`config.mk`:
```
export PLATFORM = sky130hd
export DESIGN_NAME = insn_predecoder
export DESIGN_NICKNAME = d
export VERILOG_FILES = /design/src/rtl/predec_pkg.sv /design/src/rtl/iq_buffer.sv /design/src/rtl/out_queue.sv /design/src/rtl/pair_select.sv /design/src/rtl/insn_predecoder.sv
export SDC_FILE = /design/constraint.sdc
export NUM_CORES = 1
export LEC_CHECK = 0
export BUFFER_PORTS_ARGS = -buffer_cell sky130_fd_sc_hd__buf_2
export CAP_MARGIN = 5
export CORE_MARGIN = 5
export CORE_UTILIZATION = 55
export DETAILED_ROUTE_END_ITERATION = 6
export GPL_TIMING_DRIVEN = 1
export MAX_ROUTING_LAYER = met4
export PLACE_DENSITY = 0.75
export REMOVE_ABC_BUFFERS = 1
export SLEW_MARGIN = 20
export SYNTH_ARGS = -nofsm -noshare
export SYNTH_HDL_FRONTEND = slang
export SYNTH_HIERARCHICAL = 1
export SYNTH_SLANG_ARGS = --single-unit
```
`constraint.sdc`:
```
create_clock -name clk -period 3.7 [get_ports clk]
set_input_delay 0.555 -clock clk [delete_from_list [all_inputs] [get_ports clk]]
set_output_delay 0.555 -clock clk [all_outputs]
set_load 0.1 [all_outputs]
```
`src/rtl/predec_pkg.sv`:
```
package predec_pkg;

    localparam int OP_W      = 8;
    localparam int NUM_LANES = 2;
    localparam int LANE_INT  = 0;
    localparam int LANE_FP   = 1;

    typedef logic [OP_W-1:0] opcode_t;

    // one peeked entry of the instruction queue
    typedef struct packed {
        logic    valid;
        opcode_t op;
    } slot_t;

    // per-cycle routing decision
    typedef struct packed {
        logic [1:0]                      pop_n;
        logic [NUM_LANES-1:0]            push;
        logic [NUM_LANES-1:0][OP_W-1:0]  data;
    } dispatch_t;

    // destination lane from the opcode's top bit
    function automatic logic lane_of(opcode_t op);
        return op[OP_W-1];
    endfunction

endpackage

```
`src/rtl/iq_buffer.sv`:
```
module iq_buffer
    import predec_pkg::*;
#(
    parameter int DEPTH = 8
) (
    input  logic       clk,
    input  logic       rst,
    input  logic       wr_en,
    input  opcode_t    wr_data,
    input  logic [1:0] pop_n,
    output slot_t      head0,
    output slot_t      head1,
    output logic       full,
    output logic       empty
);
    localparam int IDX_W = (DEPTH > 1) ? $clog2(DEPTH) : 1;
    localparam int CNT_W = $clog2(DEPTH + 1);

    opcode_t              mem [DEPTH];
    logic [IDX_W-1:0]     rd_ptr;
    logic [IDX_W-1:0]     wr_ptr;
    logic [CNT_W-1:0]     count;

    function automatic logic [IDX_W-1:0] wrap_add(logic [IDX_W-1:0] p, logic [1:0] amt);
        logic [IDX_W:0] s;
        s = {1'b0, p} + (IDX_W+1)'(amt);
        if (s >= (IDX_W+1)'(DEPTH))
            s = s - (IDX_W+1)'(DEPTH);
        return s[IDX_W-1:0];
    endfunction

    assign full  = (count == CNT_W'(DEPTH));
    assign empty = (count == '0);

    always_comb begin
        head0.valid = (count != '0);
        head0.op    = mem[rd_ptr];
        head1.valid = (count >= CNT_W'(2));
        head1.op    = mem[wrap_add(rd_ptr, 2'd1)];
    end

    always_ff @(posedge clk) begin
        if (wr_en)
            mem[wr_ptr] <= wr_data;
    end

    always_ff @(posedge clk) begin
        if (rst) begin
            rd_ptr <= '0;
            wr_ptr <= '0;
            count  <= '0;
        end else begin
            if (wr_en)
                wr_ptr <= wrap_add(wr_ptr, 2'd1);
            rd_ptr <= wrap_add(rd_ptr, pop_n);
            count  <= count + CNT_W'(wr_en) - CNT_W'(pop_n);
        end
    end

endmodule

```
`src/rtl/out_queue.sv`:
```
module out_queue
    import predec_pkg::*;
#(
    parameter int DEPTH = 8
) (
    input  logic    clk,
    input  logic    rst,
    input  logic    push,
    input  opcode_t push_data,
    input  logic    ready,
    output logic    valid,
    output opcode_t data,
    output logic    full
);
    localparam int IDX_W = (DEPTH > 1) ? $clog2(DEPTH) : 1;
    localparam int CNT_W = $clog2(DEPTH + 1);

    opcode_t           mem [DEPTH];
    logic [IDX_W-1:0]  rd_ptr;
    logic [IDX_W-1:0]  wr_ptr;
    logic [CNT_W-1:0]  count;
    logic              pop;

    function automatic logic [IDX_W-1:0] next_idx(logic [IDX_W-1:0] p);
        return (p == IDX_W'(DEPTH - 1)) ? '0 : p + 1'b1;
    endfunction

    assign valid = (count != '0);
    assign full  = (count == CNT_W'(DEPTH));
    assign data  = mem[rd_ptr];
    assign pop   = valid && ready;

    always_ff @(posedge clk) begin
        if (push)
            mem[wr_ptr] <= push_data;
    end

    always_ff @(posedge clk) begin
        if (rst) begin
            rd_ptr <= '0;
            wr_ptr <= '0;
            count  <= '0;
        end else begin
            if (push)
                wr_ptr <= next_idx(wr_ptr);
            if (pop)
                rd_ptr <= next_idx(rd_ptr);
            count <= count + CNT_W'(push) - CNT_W'(pop);
        end
    end

endmodule

```
`src/rtl/pair_select.sv`:
```
module pair_select
    import predec_pkg::*;
(
    input  slot_t                  head0,
    input  slot_t                  head1,
    input  logic [NUM_LANES-1:0]   lane_full,
    output dispatch_t              disp
);
    logic lane0, lane1;
    logic take0, take1;

    always_comb begin
        lane0 = lane_of(head0.op);
        lane1 = lane_of(head1.op);
        // oldest entry leaves only when its lane has room
        take0 = head0.valid && !lane_full[lane0];
        // second entry pairs up only with an entry of the other kind
        take1 = take0 && head1.valid && (lane1 != lane0) && !lane_full[lane1];

        disp.pop_n = {1'b0, take0} + {1'b0, take1};
        for (int l = 0; l < NUM_LANES; l++) begin
            disp.push[l] = (take0 && (int'(lane0) == l)) || (take1 && (int'(lane1) == l));
            disp.data[l] = (take0 && (int'(lane0) == l)) ? head0.op : head1.op;
        end
    end

endmodule

```
`src/rtl/insn_predecoder.sv`:
```
module insn_predecoder
    import predec_pkg::*;
#(
    parameter int IQ_DEPTH  = 8,
    parameter int OUT_DEPTH = 8
) (
    input  logic            clk,
    input  logic            rst,
    input  logic            in_valid,
    input  logic [OP_W-1:0] in_op,
    output logic            in_ready,
    output logic            fp_valid,
    output logic [OP_W-1:0] fp_op,
    input  logic            fp_ready,
    output logic            int_valid,
    output logic [OP_W-1:0] int_op,
    input  logic            int_ready
);
    slot_t                 head0, head1;
    logic                  iq_full, iq_empty;
    dispatch_t             disp;
    logic [1:0]            iq_pop_n;
    logic [NUM_LANES-1:0]  lane_full;
    logic [NUM_LANES-1:0]  lane_valid;
    logic [NUM_LANES-1:0]  lane_ready;
    opcode_t               lane_out [NUM_LANES];
    logic                  fp_push, int_push, fp_full, int_full;

    assign in_ready = !iq_full;
    assign iq_pop_n = disp.pop_n;

    iq_buffer #(.DEPTH(IQ_DEPTH)) u_iq (
        .clk     (clk),
        .rst     (rst),
        .wr_en   (in_valid && !iq_full),
        .wr_data (in_op),
        .pop_n   (iq_pop_n),
        .head0   (head0),
        .head1   (head1),
        .full    (iq_full),
        .empty   (iq_empty)
    );

    pair_select u_sel (
        .head0     (head0),
        .head1     (head1),
        .lane_full (lane_full),
        .disp      (disp)
    );

    assign lane_ready[LANE_FP]  = fp_ready;
    assign lane_ready[LANE_INT] = int_ready;

    for (genvar g = 0; g < NUM_LANES; g++) begin : g_lane
        out_queue #(.DEPTH(OUT_DEPTH)) u_q (
            .clk       (clk),
            .rst       (rst),
            .push      (disp.push[g]),
            .push_data (disp.data[g]),
            .ready     (lane_ready[g]),
            .valid     (lane_valid[g]),
            .data      (lane_out[g]),
            .full      (lane_full[g])
        );
    end

    assign fp_valid  = lane_valid[LANE_FP];
    assign fp_op     = lane_out[LANE_FP];
    assign int_valid = lane_valid[LANE_INT];
    assign int_op    = lane_out[LANE_INT];
    assign fp_push   = disp.push[LANE_FP];
    assign int_push  = disp.push[LANE_INT];
    assign fp_full   = lane_full[LANE_FP];
    assign int_full  = lane_full[LANE_INT];

endmodule

```
==> run summary <==
CP arrival: 3.79 ns
die area: 21600 um^2
fin crit period: 3.39 ns
worst path required time: 4.10 ns
worst min path class: primary input to register
Tcrit/Tclk final: 91.6%
Remaining DRCs: 0
post-route ant nets: 0
io pins: 32
Setup crit end kind: register
Cell Chain, Critical Path: ha_1, mux4_2, mux2_2, xnor2_1, nor4b_1, ha_1, inv_1, ha_1, ha_1, a21o_1, a21oi_1, mux2_2
Vias/cell: 5.87
mapped cell area: 10300 um^2
Root Buffer: clkbuf_16
Hold WS: 0.304 ns
CP max-delay cell: dfxtp_2
Post-Route WL: 18400 um
Final Hold Fails: 0
first-pass GRT wire length: 29200 um
fraction of layout cells with a size suffix above 1: 25.8%
Post-CTS Setup Inserts: 0
synthesized area per cell: 18.2 um^2
skew final: 0.00695 ns
Yosys warnings: 6
final count of pins violating max slew: 0
per-cell routed wire length: 21.2 um
slowest stage delay, CP: 0.37 ns
CTS Sinks: 228
drt first-iter violations: 272
worst skew pair latency: 0.51 ns
Nets: 667
Setup CP Type: register to register
largest net degree at the start of global routing: 40
number of global-route vias before repair: 5292
TritonCTS Buffers: 23
Worst-path clk slew: 0.06 ns
cts hold-fix bufs: 0
final worst slack: 0.309 ns
initial antenna violation count: 0
Initial Util: 55.6%
Routability Congestion: 0.754
die height: 147 um
RSZ-0062 raised after global routing: no
Syn-to-layout area delta: 10.9%
hpwl dp: 12200 um
cells after synthesis: 567
Final setup viols: 0
drt first pass iters: 4
ANT cells: 0
Worst-Margin Slew: 0.950 ns
critical path peak fanout: 7
grt ovf: 0
H-tree depth reported by CTS: 1
FILL cells: 1332
Most common cell on crit path: ha_1
DIE WIDTH: 147 um
IO buf count: 31
DP Worst Slack: 0.151 ns
Util after Layout: 61.7%
slew margin rel.: 36.4%
crit path launch type: register
number of max-cap violations: 0
Max Clk Rate: 295 MHz
DR vias: 5107
core area: 18600 um^2
Bufs on Longest Clock Path: 3
status: finished, final reports clean
Rows: 50
CTS tree: done
Total GRT Usage: 17.8%
[critical path: cells and delay by family (launching register included)]
family          cells  cell delay, ns
buf+inv             1            0.06
xor+xnor            1            0.14
compound gates      2            0.31
simple gates        1            0.30
fa+ha+maj           4            1.16
mux                 3            0.96
flops               1            0.37
[path summary, 6_finish.rpt]
path / to / cells past startpoint / startpoint / slack, ns
max reg2reg: u_iq/count[3] / 12 / u_iq/rd_ptr[0] / 0.31
min reg2reg: register / 2 / g_lane[0].u_q/rd_ptr[2] / 0.51
min: u_iq/mem[6][2] / 1 / in_op[2] / 0.30
max: u_iq/count[3] / 12 / u_iq/rd_ptr[0] / 0.31
[cell usage in the layout, fill, tap and decap left out, types with 3 or more instances in the layout]
cell and instances:
edfxtp_1 192, mux4_1 52, mux2_2 51, nor2_1 41, dfxtp_1 34, buf_2 31
ha_1 30, clkbuf_16 23, inv_1 20, nand2b_1 20, buf_4 20, mux2i_1 16
mux4_2 12, nand2_1 10, a21oi_1 9, nor2b_1 8, clkinv_1 8, nor3_1 6
or3b_2 5, xor2_1 5, clkinv_2 4, fa_1 4, nand3b_1 3
[metal layers]
layer,vias to the layer above,wire length (um),share of wire (%),GRT usage [%]
met2,108,9640,52,30.7
li1,2370,-,-,-
met5,-,0,0,-
met1,2608,7620,41,22.5
met4,0,297,1.6,4.01
met3,21,871,4.7,2.93
[per-stage QoR]
stage	TNS [ns]	area (um^2)	cells
global placement	0	10700	829
floorplan	-47.11	10100	544
CTS	0	11500	870
finish	0	11500	870
global route	0	11500	870
detailed placement	0	10700	829
[timing repair]
| item | in CTS | in global routing |
|---|---|---|
| setup endpoints to repair | 0 | 2 |
| endpoints found under the hold margin | 0 | 0 |
| gates resized for setup | 0 | 2 |
[registers in the layout (all words and copies together), names as in the netlist, named ones only]
name and count:
u_iq/wr_ptr 3, u_iq/rd_ptr 3, u_iq/count 4, g_lane.u_q/count 8
g_lane.u_q/mem 128, g_lane.u_q/rd_ptr 6, g_lane.u_q/wr_ptr 6, u_iq/mem 64
[area by class of cell]
class	count	area [um^2]	area share, %
tap	234	293	2.55
sequential	228	6490	56.6
inverter	20	75.1	0.655
clock buffer	25	583	5.09
clock inverter	16	139	1.21
multi-input combinational	296	3580	31.2
timing repair buffer	51	305	2.66
Power is left out: the tool's default activity adds up to more than one toggle a clock period on the data nets, which glitch-free logic cannot reach.
